===== config.mk =====
export PLATFORM = sky130hd
export DESIGN_NAME = thread_ctx_sched
export DESIGN_NICKNAME = d
export VERILOG_FILES = /design/src/rtl/tsched_pkg.sv /design/src/rtl/tsched_active_mask.sv /design/src/rtl/tsched_rr_pick.sv /design/src/rtl/thread_ctx_sched.sv
export SDC_FILE = /design/constraint.sdc
export NUM_CORES = 1
export LEC_CHECK = 0
export ABC_CLOCK_PERIOD_IN_PS = 4600
export BUFFER_PORTS_ARGS = -buffer_cell sky130_fd_sc_hd__clkbuf_2
export CAP_MARGIN = 20
export CORE_AREA = 4 4 41 43
export CTS_CLUSTER_DIAMETER = 60
export DETAILED_ROUTE_END_ITERATION = 16
export DIE_AREA = 0 0 45 47
export GPL_ROUTABILITY_DRIVEN = 0
export PLACE_DENSITY = 0.66
export SLEW_MARGIN = 20
export SYNTH_ARGS = -nofsm -noshare
export SYNTH_HDL_FRONTEND = slang
export SYNTH_SLANG_ARGS = --single-unit

===== constraint.sdc =====
create_clock -name clk -period 4.6 [get_ports clk]
set_input_delay 0 -clock clk [delete_from_list [all_inputs] [get_ports clk]]
set_output_delay 0 -clock clk [all_outputs]
set_load 0.005 [all_outputs]

===== src/rtl/tsched_pkg.sv =====
package tsched_pkg;

    typedef enum logic {
        MODE_EXPLICIT = 1'b0,
        MODE_ILV      = 1'b1
    } sched_mode_e;

endpackage


===== src/rtl/tsched_active_mask.sv =====
module tsched_active_mask #(
    parameter int NUM_THREADS = 4,
    localparam int TID_W = $clog2(NUM_THREADS)
) (
    input  logic                   clk,
    input  logic                   rst_n,
    input  logic                   act_i,
    input  logic [TID_W-1:0]       act_tid_i,
    input  logic                   deact_i,
    input  logic [TID_W-1:0]       deact_tid_i,
    output logic [NUM_THREADS-1:0] mask_o
);

    // Thread 0 carries interrupts and can never be disabled
    assign mask_o[0] = 1'b1;

    for (genvar g = 1; g < NUM_THREADS; g++) begin : g_bit
        logic en_d, en_q;

        always_comb begin
            en_d = en_q;
            if (deact_i && deact_tid_i == TID_W'(g)) en_d = 1'b0;
            if (act_i && act_tid_i == TID_W'(g))     en_d = 1'b1;   // activate wins
        end

        always_ff @(posedge clk or negedge rst_n) begin
            if (!rst_n) en_q <= 1'b0;
            else        en_q <= en_d;
        end

        assign mask_o[g] = en_q;
    end

endmodule


===== src/rtl/tsched_rr_pick.sv =====
module tsched_rr_pick #(
    parameter int NUM_THREADS = 4,
    localparam int TID_W = $clog2(NUM_THREADS)
) (
    input  logic [TID_W-1:0]       cur_i,
    input  logic [NUM_THREADS-1:0] mask_i,
    output logic [TID_W-1:0]       nxt_o
);

    // Scan offsets from the far end down, so that the nearest enabled
    // thread after the current one is the last one written
    always_comb begin
        nxt_o = cur_i;
        for (int k = NUM_THREADS; k >= 1; k--) begin
            logic [TID_W-1:0] idx;
            idx = TID_W'((int'(cur_i) + k) % NUM_THREADS);
            if (mask_i[idx]) nxt_o = idx;
        end
    end

endmodule


===== src/rtl/thread_ctx_sched.sv =====
module thread_ctx_sched
    import tsched_pkg::*;
#(
    parameter int NUM_THREADS = 4,
    localparam int TID_W = $clog2(NUM_THREADS)
) (
    input  logic             clk,
    input  logic             rst_n,
    input  logic             mode_i,
    input  logic             sw_req_i,
    input  logic [TID_W-1:0] sw_tid_i,
    input  logic             act_i,
    input  logic [TID_W-1:0] act_tid_i,
    input  logic             deact_i,
    input  logic [TID_W-1:0] deact_tid_i,
    input  logic             irq_i,
    input  logic             rti_i,
    output logic [TID_W-1:0] tid_o,
    output logic             valid_o,
    output logic             in_isr_o,
    output logic             sw_err_o
);

    typedef struct packed {
        logic [TID_W-1:0] tid;
        logic [TID_W-1:0] saved;
        logic             in_isr;
        logic             valid;
        logic             err;
    } sched_state_t;

    sched_state_t           st_d, st_q;
    logic [NUM_THREADS-1:0] act_mask;
    logic [TID_W-1:0]       rr_next;
    logic                   tgt_bad;
    sched_mode_e            mode;

    assign mode = sched_mode_e'(mode_i);

    tsched_active_mask #(.NUM_THREADS(NUM_THREADS)) u_mask (
        .clk         (clk),
        .rst_n       (rst_n),
        .act_i       (act_i),
        .act_tid_i   (act_tid_i),
        .deact_i     (deact_i),
        .deact_tid_i (deact_tid_i),
        .mask_o      (act_mask)
    );

    tsched_rr_pick #(.NUM_THREADS(NUM_THREADS)) u_pick (
        .cur_i  (st_q.tid),
        .mask_i (act_mask),
        .nxt_o  (rr_next)
    );

    assign tgt_bad = (sw_tid_i == '0) || !act_mask[sw_tid_i];

    always_comb begin
        st_d       = st_q;
        st_d.valid = 1'b1;
        st_d.err   = 1'b0;
        if (mode == MODE_ILV) begin
            st_d.tid = rr_next;
            if (!st_q.in_isr && irq_i)     st_d.in_isr = 1'b1;
            else if (st_q.in_isr && rti_i) st_d.in_isr = 1'b0;
        end else begin
            st_d.err = sw_req_i && tgt_bad;
            if (st_q.in_isr) begin
                if (rti_i) begin
                    st_d.tid    = st_q.saved;
                    st_d.in_isr = 1'b0;
                end
            end else if (irq_i) begin
                st_d.saved  = st_q.tid;
                st_d.tid    = '0;
                st_d.in_isr = 1'b1;
            end else if (sw_req_i && !tgt_bad) begin
                st_d.tid   = sw_tid_i;
                st_d.valid = 1'b0;
            end
        end
    end

    always_ff @(posedge clk or negedge rst_n) begin
        if (!rst_n) begin
            st_q.tid    <= '0;
            st_q.saved  <= '0;
            st_q.in_isr <= 1'b0;
            st_q.valid  <= 1'b1;
            st_q.err    <= 1'b0;
        end else begin
            st_q <= st_d;
        end
    end

    assign tid_o    = st_q.tid;
    assign valid_o  = st_q.valid;
    assign in_isr_o = st_q.in_isr;
    assign sw_err_o = st_q.err;

    p_switch_bubble_r3: assert property (@(posedge clk) disable iff (!rst_n)
        (!mode_i && sw_req_i && sw_tid_i != '0 && act_mask[sw_tid_i] && !in_isr_o && !irq_i)
        |=> (!valid_o && tid_o == $past(sw_tid_i)));

    p_hold_r4: assert property (@(posedge clk) disable iff (!rst_n)
        (!mode_i && !sw_req_i && !irq_i && !rti_i) |=> $stable(tid_o));

    p_err_cause_r5: assert property (@(posedge clk) disable iff (!rst_n)
        (!mode_i && sw_req_i && sw_tid_i == '0) |=> sw_err_o);

    p_irq_enter_r6: assert property (@(posedge clk) disable iff (!rst_n)
        (!mode_i && irq_i && !in_isr_o) |=> (tid_o == '0 && in_isr_o && valid_o));

    p_rti_leave_r7: assert property (@(posedge clk) disable iff (!rst_n)
        (!mode_i && rti_i && in_isr_o) |=> !in_isr_o);

    p_ilv_valid_r8: assert property (@(posedge clk) disable iff (!rst_n)
        mode_i |=> valid_o);

    p_ilv_isr_r10: assert property (@(posedge clk) disable iff (!rst_n)
        (mode_i && irq_i && !in_isr_o) |=> in_isr_o);

    p_ilv_noerr_r11: assert property (@(posedge clk) disable iff (!rst_n)
        mode_i |=> !sw_err_o);

endmodule


Word-level counts from Yosys, hierarchy flattened
Index checks and enable logic that the tools add are counted.

storage, ports and cells
  register bits = 10
  input port bits = 14
  output and inout port bits = 5
  logic and storage cells = 84

cells by class
  add/sub/neg operators = 4
  order comparisons = 5
  eq/ne operators = 9
  multiplexer cells = 35
  bitwise operators = 2
  reduce and logical (&&, ||, !) cells = 21

operators with widths
  operator                                            count
  2-to-1 mux 1 bit                                    20
  2-to-1 mux 2 bit                                    10
  < comparator 2 x 3 -> 1 bit, second input constant  5
  binary-select mux 1 bit (select 2 bit)              5
  logical AND 1 bit                                   10
  == test 2 bit, second input constant                4
  AND reduction 3 bit                                 2
  nonzero test 2 bit                                  3
  != test 5 x 1 -> 1 bit, second input constant       1
  adder 2 x 1 -> 2 bit, second input constant         2
  adder 2 bit, second input constant                  2
  == test 2 x 1 -> 1 bit, second input constant       2
  nonzero test 4 bit                                  1
  logical NOT 1 bit                                   3
  != test 3 x 1 -> 1 bit, second input constant       1
  != test 3 bit, second input constant                1
  logical NOT 2 bit                                   1
  NOT 1 bit                                           2
  logical OR 1 bit                                    1

Depth between registers and ports, before layout
Gate-level depths: netlist (run 1).

  depth in word-level cells = 10
  depth in mapped cells = 5
  depth with buffers taken out = 4

Hierarchy
A second synthesis (run 1) with hierarchy kept.

second synthesis, totals
  cell total of the unflattened synthesis = 63
  area, all modules = 638.1 µm²

by module, submodules not included
  module              times used  cells an instance  area an instance (µm²)  seq. area each (µm²)
  thread_ctx_sched    1           34                 397.9                   176.4
  tsched_active_mask  1           16                 165.2                   75.1
  tsched_rr_pick      1           13                 75.1                    0.0

Worst setup path after synthesis (run 1)
Ideal clock, no wire load.

  path type = reg-to-reg
  start = reg st_q (netlist bit in_isr_o)
  end = reg st_q (netlist bit tid_o[0])
  setup time = 0.126 ns
  data arrival time = 1.528 ns
  data required time = 4.474 ns
  path slack = 2.946 ns
  cell stages (with the launch flop) = 6
  buffers on the path = 1
  clock period less this slack = 1.654 ns
  path through = dfrtp_1 buf_2 or2_4 a311o_1 and2_4 o311a_1

on the way
  cells in the longest elaborated chain, start to end = 2
  elaborated cells between the ends (all ways) = 5
  classes of those cells = eq/ne (1); mux (2); reduce/logical (2)

ends and longest elaborated chain
  item                                                                      RTL line                RTL
  from (decl)                                                               thread_ctx_sched.sv:32  sched_state_t st_d, st_q;
  from (signal assigned)                                                    thread_ctx_sched.sv:92  st_q <= st_d;
  != test 3 bit (no source line), or another cell as far along              -
  AND reduction 3 bit (no source line) or 2-to-1 mux 2 bit (tied branches)  -

Several ways; a longest one is shown, not always the timed one.
A chain may end at the register's enable or synchronous reset.

Worst setup path in the final report (run 1)
  start = reg u_mask.g_bit[3].en_q
  end = reg st_q (netlist bit tid_o[0])

on the way
  cells in the longest elaborated chain, start to end = 8
  elaborated cells between the ends (all ways) = 21
  classes of those cells = eq/ne (1); mux (14); reduce/logical (6)

ends and longest elaborated chain
  item                                    RTL line                  RTL
  from (decl)                             tsched_active_mask.sv:18  logic en_d, en_q;
  from (signal assigned)                  tsched_active_mask.sv:28  else en_q <= en_d;
  binary-select mux 1 bit (select 2 bit)  thread_ctx_sched.sv:56    assign tgt_bad = (sw_tid_i == '0) || !act_mask[sw_tid_i];
  2-to-1 mux 1 bit (implied by the code)  thread_ctx_sched.sv:56
  logical NOT 1 bit                       thread_ctx_sched.sv:56
  logical OR 1 bit                        thread_ctx_sched.sv:56
  logical NOT 1 bit                       thread_ctx_sched.sv:77    end else if (sw_req_i && !tgt_bad) begin
  logical AND 1 bit                       thread_ctx_sched.sv:77
  nonzero test 4 bit (no source line)     -
  AND reduction 3 bit (no source line)    -

Several ways; a longest one is shown, not always the timed one. The select of a mux whose other input is x is not followed.

==> results.md, run 1 <==
| Parameter | Reported | Unit |
|:---|:---|:---|
| Run status | complete, but fails checks | - |
| Violated checks | hold timing | - |
| Peak supply drop | 0.000167 | V |
| Synth cell types | 26 | - |
| Final critical-path required period | 1680 | ps |
| Stage delay of the slowest cell on the critical path | 420 | ps |
| Final-stage net count | 97 | - |
| Number of flip-flops and latches in the synthesized netlist | 10 | - |
| Final critical-path share of the clock period | 0.365 | - |
| Top FF cell, synth | dfrtp_1 | - |
| Share of final-layout standard cells stronger than drive strength 1 | 0.341 | - |
| Final core utilization | 0.564 | - |
| CP Class | reg2reg | - |
| Met3 track utilization from global routing | 0.0268 | - |
| Number of cells on the critical path | 4 | - |
| I/O pin count | 19 | - |
| Antenna violations before repair | 0 | - |
| Antenna Diode Count | 0 | - |
| Synth-to-Final Area Change | 29.0 | % |
| Net switching share of the total power | 0.328 | - |
| Core Box Area | 0.00130 | mm2 |
| Data arrival, critical path | 1820 | ps |
| Longest Clk Path Bufs | 2 | - |
| Buf+Inv Stages, Crit Path | 0 | - |
| Seq/Total Area, Yosys | 0.442 | - |
| Crit start category | flop | - |
| Number of design rule violations left after detail routing | 0 | - |
| Worst endpoint required time | 4740 | ps |
| Postcts setup bufs | 0 | - |
| Gr busiest metal | met2 | - |
| Die Ht | 47 | um |
| Kind of capture point of the worst setup path | flop | - |
| Routed via count divided by cell count | 5.51 | - |
| Setup repair after global routing missed its margin | no | - |
| Quantity of gates resized following cts | 0 | - |
| Post-Syn Instances | 58 | - |
| Area taken by flip-flops and latches | 251 | um2 |
| Worst-case hold slack | -8.74 | ps |
| Slew at the pin closest to its max-slew limit | 357 | ps |
| Leading cell type in the layout, fill and taps excluded | clkbuf_2 | - |
| Share of async-settable or async-resettable flops after synthesis | 1.00 | - |
| Final count of hold timing violations | 1 | - |
| Starting utilization of the core area | 0.438 | - |
| Overall fraction of global-route tracks in use | 0.131 | - |
| Number of rows created at floorplan | 13 | - |
| Most used cells in the layout excluding fill and tap cells | clkbuf_2 (18), dfrtp_1 (9), nand2_1 (7) | - |
| Number of nets still failing antenna checks after routing | 0 | - |
| Final Max Slew Viols | 0 | - |
| Total number of yosys warnings | 0 | - |
| Class of the most critical hold timing path | in2reg | - |
| Total via count in the routed design | 534 | - |
| Clock-pin slew on the worst setup and hold paths | 60 | ps |
| Fmax | 596 | MHz |
| Clock network power share | 0.212 | - |
| Total Neg Setup Slack | 0 | ps |
| CP cell instances | mux2_4 > a311o_1 > and2_4 > o311a_1 | - |
| Total of endpoints with negative setup slack in the final report | 0 | - |
| Die width | 45 | um |
| Clock net sink count | 10 | - |
| Floorplan die area | 0.00212 | mm2 |
| Cell types with the largest area share after synthesis | dfrtp_1 (40%), o21ai_0 (5.3%), nor3b_1 (5.3%), dfstp_2 (4.6%), nand2_1 (4.6%) | - |
| Initial drt markers | 6 | - |
| Logic pwr share | 0.300 | - |
| Biggest area consumer among synthesized cells | dfrtp_1 | - |
| Vias in the first global route | 489 | - |
| Overflow left after global routing | 0 | - |
| Clock tree root buffer cell | clkbuf_4 | - |
| Post-Synthesis Net Count | 72 | - |
| Number of iterations in the first detailed-routing pass | 4 | - |
| Multi-input combinational cell area | 287 | um2 |
| Psw | 0.0000962 | W |
| Number of synthesized flops with an enable pin | 0 | - |
| Int Pwr | 0.000197 | W |
| MaxCap Viol Count | 0 | - |
| Sequential share of power | 0.489 | - |
| Clock latency on the worst-skew pair | 260 | ps |
| Met1 demand-to-capacity share in global routing | 0.155 | - |
| Family with the most delay on the worst path | compound AO/OA/AOI/OAI gates | - |
| Worst Reg-to-Reg Cells | 4 | - |
| Port Buf Inserts | 18 | - |
| Clock tree from TritonCTS | built | - |
| Post-synthesis instance area | 569 | um2 |
| Power Dens Cells | 399 | mW/mm2 |
| Number of buffers created by CTS | 3 | - |
| Crit Path Max Fanout | 6 | - |
| Routed wire length | 1240 | um |
| Portion of synthesized cell area occupied by the leading cell type | 0.396 | - |
| Leakage Power | 0.332 | nW |
| Count of placed standard cells including taps | 88 | - |
| Layout filler cell count | 125 | - |
| Non-filler instance count after layout | 97 | - |
| H-tree depth | 1 | - |
| Setup Skew | 2.38 | ps |
| Final design instance area without fill | 734 | um2 |
| Worst max-slew margin expressed relative to the limit | 0.759 | - |
| Routed len/inst | 12.8 | um |
| Cell depth of the worst hold path | 2 | - |
| Global-route wire length before repair | 2010 | um |
| Syn Area/Cell | 9.82 | um2 |
| Global Route met2 Usage | 0.240 | - |
| Cell with the biggest individual delay on the critical path | dfrtp_1 | - |
| Maximum number of pins on one net before global-route repair | 11 | - |
| DP Area | 658 | um2 |
[path summary, 6_finish.rpt]
kind | startpoint | endpoint | slack (ps)
max | u_mask.g_bit[3].en_q | tid_o[0] | 2920
min | sw_req_i | valid_o | -9
max reg2reg | u_mask.g_bit[3].en_q | tid_o[0] | 2920
min reg2reg | st_q[4] | st_q[4] | 530
max in group asynchronous | rst_n | valid_o | 4200
min in group asynchronous | rst_n | sw_err_o | 140
[worst reg2reg max path, stage by stage, from the launching register on]
cell and delay (ps):
dfrtp_1 420, mux2_4 280, a311o_1 380, and2_4 150, o311a_1 320
[registers in the layout (all words and copies together) (netlist names)]
| register | flops |
|---|---|
| u_mask.g_bit.en_q | 3 |
| st_q | 2 |
| tid_o | 2 |
| in_isr_o | 1 |
| sw_err_o | 1 |
| valid_o | 1 |
[cells by family after synthesis]
kind of cell / after synthesis / synth area share
simple gates: 20 / 0.213
flops: 10 / 0.442
compound gates: 19 / 0.224
buf+inv: 6 / 0.0549
mux: 3 / 0.0659
[power groups by stage]
stage / combinational, W / clock, W / sequential [W]
2_1_floorplan: 0.0000696 / 0 / 0.000133
3_3_place_gp: 0.0000843 / 0 / 0.000143
3_5_place_dp: 0.0000833 / 0 / 0.000144
4_1_cts: 0.0000890 / 0.0000655 / 0.000142
5_1_grt: 0.0000984 / 0.0000679 / 0.000148
6_report: 0.0000878 / 0.0000620 / 0.000143
[cell usage after synthesis, types with 2 or more instances]
library cell / instances
nor3b_1: 4
o21ai_0: 6
a221oi_1: 2
dfrtp_1: 9
buf_4: 2
inv_1: 3
nand3_1: 2
mux2_2: 2
nand2_1: 7
a21oi_1: 5
[area by class of cell]
type                    count  share of cell area
clock buffers               4              0.0358
flip-flops and latches     10               0.342
multi-input cells          42               0.390
repair buffers             23               0.191
inverters                   3              0.0153
well taps                  15              0.0256
[routing by layer]
metal | vias to the layer above | part of all wire | routed length, um
met1 | 241 | 0.41 | 506
li1 | 268 | - | -
met3 | 0 | 0.074 | 92
met2 | 25 | 0.52 | 638
met4 | 0 | 0 | 0
met5 | - | 0 | 0
[timing repair]
action	in CTS	in global routing
endpoints found under the hold margin	13	0
setup endpoints to repair	0	0
hold buffers	5	0
[through the flow]
step                      total power [W]  worst slack (ps)  hold WS [ps]
after global placement           0.000228              2960          -118
after detailed placement         0.000228              2930          -120
after floorplan                  0.000202              2950          -296
final                            0.000293              2920         -8.74
after global routing             0.000314              2870          8.50
after CTS                        0.000297              2920          1.28
Note: power is estimated with default switching activity, not from simulation.
==> inputs of run 2 (changes only) <==
--- a/config.mk
+++ b/config.mk
@@ -5,15 +5,15 @@
 export SDC_FILE = /design/constraint.sdc
 export NUM_CORES = 1
 export LEC_CHECK = 0
-export ABC_CLOCK_PERIOD_IN_PS = 4600
+export ABC_CLOCK_PERIOD_IN_PS = 1400
 export BUFFER_PORTS_ARGS = -buffer_cell sky130_fd_sc_hd__clkbuf_2
 export CAP_MARGIN = 20
-export CORE_AREA = 4 4 41 43
+export CORE_MARGIN = 4
+export CORE_UTILIZATION = 42
 export CTS_CLUSTER_DIAMETER = 60
 export DETAILED_ROUTE_END_ITERATION = 16
-export DIE_AREA = 0 0 45 47
 export GPL_ROUTABILITY_DRIVEN = 0
-export PLACE_DENSITY = 0.66
+export PLACE_DENSITY = 0.68
 export SLEW_MARGIN = 20
 export SYNTH_ARGS = -nofsm -noshare
 export SYNTH_HDL_FRONTEND = slang
==> constraint.sdc (replaced) <==
create_clock -name clk -period 1.4 [get_ports clk]
set_input_delay 0 -clock clk [delete_from_list [all_inputs] [get_ports clk]]
set_output_delay 0 -clock clk [all_outputs]
set_load 0.005 [all_outputs]
==> run 2 against run 1 <==
Against the previous run:
- sequential cell count stayed put
- core utilization grew 7.2 points
- the flow finishes with violations (setup timing)
- sequential share of layout area shrank 3.5 points
- cell area rose by 11%
- total power grew to 3.6 times the previous value
- die area down 5.0%
- wire length increased by 19%
- cell count is 9.3% higher
- non-clock buffer count is 9 higher
- clock-buffer cell count unchanged
- setup slack worse by 3100 ps
- critical endpoint unchanged
==> results.md, run 2 (synthesis gave the netlist of run 1 again) <==
| Parameter | Reported | Unit |
|:---|:---|:---|
| Run status | complete, but fails checks | - |
| Violated checks | setup timing | - |
| Setup ws final | -129 | ps |
| Fmax | 654 | MHz |
| Overflow left after global routing | 0 | - |
| Clock tree from TritonCTS | built | - |
| Antenna Diode Count | 0 | - |
| Most flops, register | u_mask.g_bit.en_q | - |
| CP cell instances | or2_4 > a311o_1 > and2_4 > o311a_1 | - |
| Worst max-slew margin expressed relative to the limit | 0.789 | - |
| Floorplan die area | 0.00201 | mm2 |
| Leading cell type in the layout, fill and taps excluded | clkbuf_2 | - |
| Number of design rule violations left after detail routing | 0 | - |
| Area taken by flip-flops and latches | 251 | um2 |
| Worst endpoint required time | 1550 | ps |
| Number of rows created at floorplan | 13 | - |
| Worst R2R End | tid_o[0] | - |
| Startpoint of the most critical hold path | act_i | - |
| Final design instance area without fill | 818 | um2 |
| Clock tree root buffer cell | clkbuf_4 | - |
| Vias in the first global route | 537 | - |
| Slew at the pin closest to its max-slew limit | 312 | ps |
| Max FFs per register | 3 | - |
| MaxCap Viol Count | 0 | - |
| Gr busiest metal | met2 | - |
| Total of endpoints with negative setup slack in the final report | 2 | - |
| Routed via count divided by cell count | 5.51 | - |
| Final critical-path required period | 1530 | ps |
| Number of nets still failing antenna checks after routing | 0 | - |
| Initial drt markers | 10 | - |
| Crit Path Max Fanout | 3 | - |
| Final core utilization | 0.637 | - |
| I/O pin count | 19 | - |
| Worst Reg-to-Reg Cells | 4 | - |
| Share of final-layout standard cells stronger than drive strength 1 | 0.407 | - |
| Global-route wire length before repair | 2260 | um |
| Total Neg Setup Slack | -227 | ps |
| Routed len/inst | 13.9 | um |
| Final count of hold timing violations | 0 | - |
| Setup Skew | 6.48 | ps |
| Setup repair after global routing missed its margin | yes | - |
| Cell depth of the worst hold path | 2 | - |
| Overall fraction of global-route tracks in use | 0.159 | - |
| H-tree depth | 1 | - |
| Data arrival, critical path | 1680 | ps |
| Longest Clk Path Bufs | 2 | - |
| Synth-to-Final Area Change | 43.7 | % |
| Clock-pin slew on the worst setup and hold paths | 70 | ps |
| Reg2Reg Launch Point | in_isr_o | - |
| Detailed-placement wirelength estimate | 1020 | um |
| Multi-input combinational cell area | 298 | um2 |
| Peak supply drop | 0.000533 | V |
| Reg2reg setup slack | -130 | ps |
| Die Ht | 44.8 | um |
| Routed wire length | 1470 | um |
| Buf+Inv Stages, Crit Path | 0 | - |
| Die width | 44.8 | um |
| Layout filler cell count | 112 | - |
| Clock latency on the worst-skew pair | 260 | ps |
| Final Max Slew Viols | 0 | - |
| Power Dens Cells | 1290 | mW/mm2 |
| Number of buffers created by CTS | 3 | - |
| Family with the most delay on the worst path | compound AO/OA/AOI/OAI gates | - |
| Class of the most critical hold timing path | in2reg | - |
| Maximum number of pins on one net before global-route repair | 11 | - |
| Worst min-delay path endpoint | u_mask.g_bit[3].en_q | - |
| Leakage Power | 0.377 | nW |
| Final-stage net count | 106 | - |
| Number of iterations in the first detailed-routing pass | 3 | - |
| Stage delay of the slowest cell on the critical path | 380 | ps |
| Met3 track utilization from global routing | 0.0518 | - |
| Clock net sink count | 10 | - |
| Final critical-path share of the clock period | 1.09 | - |
| Antenna violations before repair | 0 | - |
| Cell with the biggest individual delay on the critical path | dfrtp_1 | - |
| Total via count in the routed design | 584 | - |
| Worst-case hold slack | 37.6 | ps |
| Starting utilization of the core area | 0.443 | - |
| Most used cells in the layout excluding fill and tap cells | clkbuf_2 (18), dfrtp_1 (9), nand2_1 (7), dlygate4sd3_1 (7), buf_4 (7) | - |
| Total power | 0.00106 | W |
| CP Class | reg2reg | - |
| Port Buf Inserts | 18 | - |
| Global Route met2 Usage | 0.255 | - |
| Crit start category | flop | - |
| Core Box Area | 0.00128 | mm2 |
| Kind of capture point of the worst setup path | flop | - |
| Met1 demand-to-capacity share in global routing | 0.193 | - |
| DP Area | 696 | um2 |
-- run 2: cell types whose count changed in the layout (fill, tap and decap cells not counted), sizes merged --
cell / change
dlygate4sd3: +2
buf: +7
-- run 2: worst reg2reg max path, delay by kind of cell, from the launching register on --
kind | cells | cell delay (ps)
AOI/OAI and AO/OA | 2 | 650
and+or+nand+nor | 2 | 390
DFF | 1 | 380
-- run 2: power by group --
group | switching, W | leakage [nW] | internal, W
sequential | 0.0000668 | 0.118 | 0.000367
combinational | 0.000182 | 0.244 | 0.000229
clock | 0.000101 | 0.0150 | 0.000110
total | 0.000350 | 0.377 | 0.000706
-- run 2: cell type report --
cell class              count  area share
clock buffers               4      0.0321
inverters                   3      0.0138
multi-input cells          42       0.364
flip-flops and latches     10       0.307
well taps                  15      0.0229
repair buffers             32       0.260
-- run 2: layer usage --
layer,up-vias,share of wire
met3,4,0.048
met5,-,0
li1,285,-
met2,16,0.50
met1,279,0.43
met4,0,0.018
-- run 2: worst max path at each step --
stage | startpoint | endpoint | slack (ps) | depth (start not counted)
after global placement | u_mask.g_bit[2].en_q | tid_o[0] | -150 | 4
after floorplan | u_mask.g_bit[3].en_q | tid_o[0] | -160 | 4
final | in_isr_o | tid_o[0] | -130 | 4
after detailed placement | u_mask.g_bit[2].en_q | tid_o[0] | -160 | 4
after global routing | u_mask.g_bit[2].en_q | tid_o[1] | -170 | 4
after CTS | u_mask.g_bit[2].en_q | tid_o[0] | -90 | 4
-- run 2: through the flow --
stage                     cells  worst slack, ps
after CTS                   104            -91.2
after detailed placement     93             -164
after global placement       93             -147
after global routing        106             -171
final                       106             -129
after floorplan              58             -162
-- run 2: timing repair --
action                                  4_1_cts  5_1_grt
gates resized for setup                       0        3
buffers inserted                              0        2
endpoints found under the hold margin        14        0
hold buffers                                  7        0
pin swaps                                     1        1
endpoints found under the setup margin        2        3
